## src/rtl/cfgmem_pkg.sv

```systemverilog
package cfgmem_pkg;
  typedef enum logic [1:0] {
    RD_STANDBY = 2'd0,
    RD_CLEAR   = 2'd1,
    RD_STREAM  = 2'd2
  } rd_mode_e;

  function automatic rd_mode_e decode_mode(input logic ce_n_i, input logic rst_sense_i);
    if (ce_n_i)           return RD_STANDBY;
    else if (rst_sense_i) return RD_CLEAR;
    else                  return RD_STREAM;
  endfunction
endpackage

```

## src/rtl/cfgmem_rst_sync.sv

```systemverilog
module cfgmem_rst_sync #(
  parameter int STAGES = 2
) (
  input  logic clk,
  input  logic rst_n,
  output logic rst_n_sync
);
  logic [STAGES-1:0] sync_q;
  logic [STAGES-1:0] sync_d;

  always_comb begin
    sync_d = {sync_q[STAGES-2:0], 1'b1};
  end

  always_ff @(posedge clk or negedge rst_n) begin
    if (!rst_n) sync_q <= '0;
    else        sync_q <= sync_d;
  end

  assign rst_n_sync = sync_q[STAGES-1];
endmodule

```

## src/rtl/cfgmem_addr_ctr.sv

```systemverilog
module cfgmem_addr_ctr #(
  parameter int DEPTH = 1000,
  parameter int AW    = $clog2(DEPTH)
) (
  input  logic          clk,
  input  logic          rst_n,
  input  logic          clr,
  output logic [AW-1:0] addr
);
  localparam logic [AW-1:0] LAST = AW'(DEPTH - 1);

  logic [AW-1:0] addr_q;
  logic [AW-1:0] addr_d;
  logic          at_last;
  logic          addr_ce;

  always_comb begin
    at_last = (addr_q == LAST);
    addr_ce = clr || !at_last;
    if (clr) addr_d = '0;
    else     addr_d = addr_q + AW'(1);
  end

  always_ff @(posedge clk or negedge rst_n) begin
    if (!rst_n)       addr_q <= '0;
    else if (addr_ce) addr_q <= addr_d;
  end

  assign addr = addr_q;

  assert_clear_to_zero_R2: assert property (@(posedge clk) disable iff (!rst_n)
    clr |=> (addr_q == '0));

  assert_hold_last_R5: assert property (@(posedge clk) disable iff (!rst_n)
    (!clr && addr_q == LAST) |=> (addr_q == LAST));

  assert_step_one_R4: assert property (@(posedge clk) disable iff (!rst_n)
    (!clr && addr_q != LAST) |=> (addr_q == $past(addr_q) + AW'(1)));

  assert_in_range_R5: assert property (@(posedge clk) disable iff (!rst_n)
    addr_q <= LAST);
endmodule

```

## src/rtl/cfgmem_bit_store.sv

```systemverilog
module cfgmem_bit_store #(
  parameter int DEPTH = 1000,
  parameter int AW    = $clog2(DEPTH)
) (
  input  logic          clk,
  input  logic          wr_en,
  input  logic [AW-1:0] wr_addr,
  input  logic          wr_data,
  input  logic [AW-1:0] rd_addr,
  output logic          rd_data
);
  logic [DEPTH-1:0] bits_q;

  for (genvar g = 0; g < DEPTH; g++) begin : g_cell
    logic cell_we;
    assign cell_we = wr_en && (wr_addr == AW'(g));
    always_ff @(posedge clk) begin
      if (cell_we) bits_q[g] <= wr_data;
    end
  end

  assign rd_data = bits_q[rd_addr];
endmodule

```

## src/rtl/cfg_bitstream_mem.sv

```systemverilog
module cfg_bitstream_mem
  import cfgmem_pkg::*;
#(
  parameter int DEPTH        = 1000,
  parameter bit RST_ACT_HIGH = 1'b1,
  parameter int AW           = $clog2(DEPTH)
) (
  input  logic          clk,
  input  logic          rst_n,
  input  logic          ce_n,
  input  logic          rst_oe,
  input  logic          wr_en,
  input  logic [AW-1:0] wr_addr,
  input  logic          wr_data,
  output logic          dout,
  output logic          dout_en,
  output logic          standby
);
  logic     rst_n_sync;
  logic     rst_sense;
  rd_mode_e mode;
  logic     ctr_clr;
  logic [AW-1:0] rd_addr;
  logic     rd_bit;

  cfgmem_rst_sync #(.STAGES(2)) u_rst_sync (
    .clk        (clk),
    .rst_n      (rst_n),
    .rst_n_sync (rst_n_sync)
  );

  generate
    if (RST_ACT_HIGH) begin : g_pol_high
      assign rst_sense = rst_oe;
    end else begin : g_pol_low
      assign rst_sense = !rst_oe;
    end
  endgenerate

  always_comb begin
    mode    = decode_mode(ce_n, rst_sense);
    ctr_clr = (mode != RD_STREAM);
  end

  cfgmem_addr_ctr #(.DEPTH(DEPTH), .AW(AW)) u_ctr (
    .clk   (clk),
    .rst_n (rst_n_sync),
    .clr   (ctr_clr),
    .addr  (rd_addr)
  );

  cfgmem_bit_store #(.DEPTH(DEPTH), .AW(AW)) u_store (
    .clk     (clk),
    .wr_en   (wr_en),
    .wr_addr (wr_addr),
    .wr_data (wr_data),
    .rd_addr (rd_addr),
    .rd_data (rd_bit)
  );

  always_comb begin
    dout_en = (mode == RD_STREAM);
    dout    = dout_en & rd_bit;
    standby = (mode == RD_STANDBY);
  end

  assert_standby_quiet_R3: assert property (@(posedge clk) disable iff (!rst_n)
    ce_n |-> (standby && !dout_en && !dout));

  assert_reset_quiet_R2: assert property (@(posedge clk) disable iff (!rst_n)
    (!ce_n && rst_sense) |-> (!dout_en && !dout && !standby));

  assert_standby_mirror_R10: assert property (@(posedge clk) disable iff (!rst_n)
    standby == ce_n);

  assert_restart_zero_R6: assert property (@(posedge clk) disable iff (!rst_n)
    $rose(dout_en) |-> (rd_addr == '0));
endmodule

```

## config.mk

```make
export PLATFORM = sky130hd
export DESIGN_NAME = cfg_bitstream_mem
export DESIGN_NICKNAME = d
export VERILOG_FILES = /design/src/rtl/cfgmem_pkg.sv /design/src/rtl/cfgmem_rst_sync.sv /design/src/rtl/cfgmem_addr_ctr.sv /design/src/rtl/cfgmem_bit_store.sv /design/src/rtl/cfg_bitstream_mem.sv
export SDC_FILE = /design/constraint.sdc
export NUM_CORES = 2
export LEC_CHECK = 0
export ABC_AREA = 1
export BUFFER_PORTS_ARGS = -buffer_cell sky130_fd_sc_hd__buf_2
export CORE_MARGIN = 2
export CORE_UTILIZATION = 45
export CTS_BUF_LIST = sky130_fd_sc_hd__clkbuf_8
export DETAILED_ROUTE_END_ITERATION = 8
export SETUP_SLACK_MARGIN = 0.1
export SYNTH_ARGS = -nofsm -noshare
export SYNTH_HDL_FRONTEND = slang
export SYNTH_SLANG_ARGS = --single-unit
```

## constraint.sdc

```tcl
create_clock -name clk -period 4.5 [get_ports clk]
set_input_delay 0.45 -clock clk [delete_from_list [all_inputs] [get_ports clk]]
set_output_delay 0.45 -clock clk [all_outputs]
set_load 0.01 [all_outputs]
```

==> impl_metrics.py <==
metrics = {
    "status": {
        "run_status": "completed",
    },
    "floorplan": {
        "floorplan.io_pins": 19,
        "dieHeight_um": 326,
        "initial_core_util_pct": 45.2,
        "fp.dieW_um": 326,
        "design.die.area_um2": 106000,
        "placementRows": 118,
        "placeableCoreArea_um2": 103000,
    },
    "timing": {
        "slew_viol_final": 0,
        "max_slew.worst_pin.slew_ns": 1.24,
        "tns_ns": 0,
        "hold_viol_final": 0,
        "rsz0062_at_grt": "false",
        "fin_ws_ns": 0.233,
        "worst_slew_margin_rel_pct": 17.1,
        "fin_skew_ns": 0.0299,
        "setup_violations": 0,
        "period_share_pct": 94.8,
        "fin_crit_ns": 4.27,
        "top_achievable_clock_speed_mhz": 234,
    },
    "power_and_ir_drop": {
        "net-switching-power_uw": 4650,
        "seqPwrFrac_pct": 54.8,
        "ir_drop_mv": 0.206,
        "switching_share_pct": 24.6,
        "p_int_uw": 14300,
        "power_frac_comb_pct": 5.9,
        "power_frac_clock_pct": 39.3,
        "pwr_per_cell_area_nw_per_um2": 367,
        "p_leak_uw": 0.0177,
    },
    "critical_path": {
        "worst_setup_path_start_kind": "flop",
        "worstPathRequired_ns": 4.05,
        "worstSetupPathType": "reg2out",
        "cp_cell_sequence": "clkinv_16, buf_4, nor2_1, o21ai_0, nand3_1, nand3_1, nand2_1, nand3_1, nand3_1, nand3_1, nand2_1, nand2_1, nand2_1, nand2_1, nor2_4, buf_4, buf_2",
        "critical_path_arrival_ns": 3.82,
        "critical_path.max_stage_delay_ns": 0.60,
        "largest_fanout_on_the_critical_path": 68,
        "timing.critical_path.slowest_stage_cell": "sky130_fd_sc_hd__dfrtp_4",
        "setup.worst_path.end_class": "output port",
    },
    "cts": {
        "cts.sink_count": 1012,
        "clock_latency_ns": 0.86,
        "cts-buffers-inserted": 168,
        "clock-root-buffer": "sky130_fd_sc_hd__clkbuf_8",
        "cts-htree-levels": 4,
        "cts-root-to-sink-buffers": 3,
        "cts.reportedPaths.clkPinSlew_ns": 0.06,
        "cts_tree": "built",
    },
    "global_route": {
        "top_usage_layer": "met2",
        "grt.overflow.total": 0,
        "grt_util_met3_pct": 3.69,
        "grt_pass1_vias": 33900,
        "grt_first_pass_wirelength_um": 205000,
        "gr-usage-met2_pct": 42.3,
        "grt_usage_pct": 25.3,
        "grt_start_max_net_pins": 163,
        "number_of_antenna_violations_at_the_first_check_in_global_routing": 4,
        "groute.layer.met1.usage_pct": 34.0,
    },
    "cells_and_area": {
        "finish.net_count": 4941,
        "area_delta_synth_final_pct": 10.4,
        "num-fill-cells": 9732,
        "commonest_cells_after_routing_fill_and_taps_aside": "sky130_fd_sc_hd__nor2_1, sky130_fd_sc_hd__nand2_1, sky130_fd_sc_hd__edfxtp_1, sky130_fd_sc_hd__o21ai_0, sky130_fd_sc_hd__nand3_1",
        "final_layout_size_suffix_gt1_share_pct": 7.74,
        "final_common_cell": "sky130_fd_sc_hd__nor2_1",
    },
    "synthesis": {
        "yosys_warnings": 0,
        "ys_seq_elements": 1012,
        "synth.avg_cell_area_um2": 9.41,
        "post_synth_xor_area_fraction_pct": 0,
        "synth_fa_ha_area_share_pct": 0.0268,
        "yosys.cell_types.count": 33,
        "synth.largest_area_cell": "sky130_fd_sc_hd__edfxtp_1",
        "synth_simple_gate_area_share_pct": 24.6,
        "syn_nets": 4983,
        "ys_top_cells_by_area": "sky130_fd_sc_hd__edfxtp_1, sky130_fd_sc_hd__nor2_1, sky130_fd_sc_hd__nand2_1",
        "yosys.area.top_type_share_pct": 64.2,
        "ys_seq_area_share_pct": 64.9,
        "syn-cell-area_um2": 46800,
        "synth_mux_area_share_pct": 0,
        "dominant_combinational_cell_family_by_area_after_synthesis": "simple AND/OR/NAND/NOR gates",
        "synth_compound_area_share_pct": 5.56,
        "synthCells": 4966,
    },
    "placed_design": {
        "buffer_ports.inserted": 18,
        "place.gp.congestion": 0.856,
        "detailed_place_hpwl_um": 73300,
        "pre_cts_slack_ns": 0.565,
    },
    "drt": {
        "initialDrtViolationCount": 4294,
        "wl_um": 138000,
        "detail_route.vias_per_cell": 5.49,
        "antenna_violating_nets_post_route": 0,
        "drc": 0,
        "detailroute.via_count": 35400,
        "detail_route.wl_per_cell_um": 21.5,
        "drt_first_pass_iters": 6,
    },
    "run": {
        "cap_viol_max_count": 0,
    },
    "worst_hold_path": {
        "min-delay-path-class": "in2reg",
    },
}
layout make-up:
type                            count  area, um^2  share of cell area (%)
Clock inverter                    129         631                    1.22
Inverter                          172         701                    1.36
Clock buffer                      171        2350                    4.56
Tap cell                         1380        1730                    3.34
Antenna cell                        2        5.00                 0.00969
Timing Repair Buffer              131        1550                    3.00
Multi-Input combinational cell   3435       14300                    27.6
Sequential cell                  1012       30300                    58.8
Timing Repair inverter              4        45.0                  0.0872
metrics by stage:
step           hold WS, ns  util (%)  power (uW)  area [um^2]  std cells
2_1_floorplan        0.121         -       11100        46800       4966
3_3_place_gp         0.244      46.7       11600        48200       6112
3_5_place_dp         0.247      46.7       11600        48200       6112
4_1_cts             0.0700      49.8       19000        51400       6426
5_1_grt              0.131      50.0       19500        51600       6435
6_report             0.117      50.0       18900        51600       6436
cell families (layout without fill, tap and decap cells):
group,count (synthesis),after routing
flops,1012,1012
simple gates,2944,2944
buf+inv,519,607
other cells,1,3
fa+ha+maj,1,1
compound gates,489,489
metal layers:
| layer | wire (um) | part of all wire, % | up-vias |
|---|---|---|---|
| met3 | 10900 | 7.9 | 229 |
| met4 | 3950 | 2.9 | 2 |
| met1 | 57200 | 41 | 17300 |
| met2 | 66100 | 48 | 1480 |
| met5 | 13 | 0.0094 | - |
| li1 | - | - | 16400 |
worst max-delay path, delay by kind of cell (launching register included):
kind	cells	cell delay (ns)
simple gates	12	1.42
buf+inv	4	0.79
flops	1	0.60
compound gates	1	0.08
sequential cells by signal, summed over array words and instances (netlist names):
signal             flops
u_store.bits_q      1000
u_rst_sync.sync_q      2
u_ctr.addr            10
what timing repair did:
item,in CTS,in global routing
endpoints found under the setup margin,1,1
cloned,4,5
hold endpoints to repair,2,0
resized for setup,10,13
buffers inserted,8,3
hold buffers,2,0
pin swaps,0,1
final timing paths:
check,startpoint,to,slack (ns),depth (start not counted)
worst max register to register,u_ctr.addr[4],u_ctr.addr[1],2.20,7
worst max-delay path,u_ctr.addr[1],dout,0.23,17
worst min-delay path,ce_n,u_ctr.addr[3],0.12,4
worst min register to register,u_rst_sync.sync_q[1],u_ctr.addr[0],0.27,0
max in group asynchronous,u_rst_sync.sync_q[1],u_ctr.addr[1],3.71,0
min in group asynchronous,u_rst_sync.sync_q[1],u_ctr.addr[0],0.27,0
cells in the mapped netlist, drive strengths merged:
cell type  number
a211oi          1
a21oi          58
a31oi           3
and3            4
buf           176
clkbuf        171
clkinv          1
conb            1
dfrtp          12
edfxtp       1000
ha              1
inv           171
nand2        1002
nand3         297
nor2         1632
nor3            3
nor4            1
o211ai         51
o21ai         364
o221ai          1
o22ai          11
or2             5
power by group through the flow:
stage               Clock, uW  Sequential, uW  Combinational [uW]
floorplan                   0           10600                 577
global placement            0           10600                1030
detailed placement          0           10600                1030
CTS                      7550           10400                1080
global route             7940           10400                1200
finish                   7440           10400                1110
(Power assumes the default switching activity.)
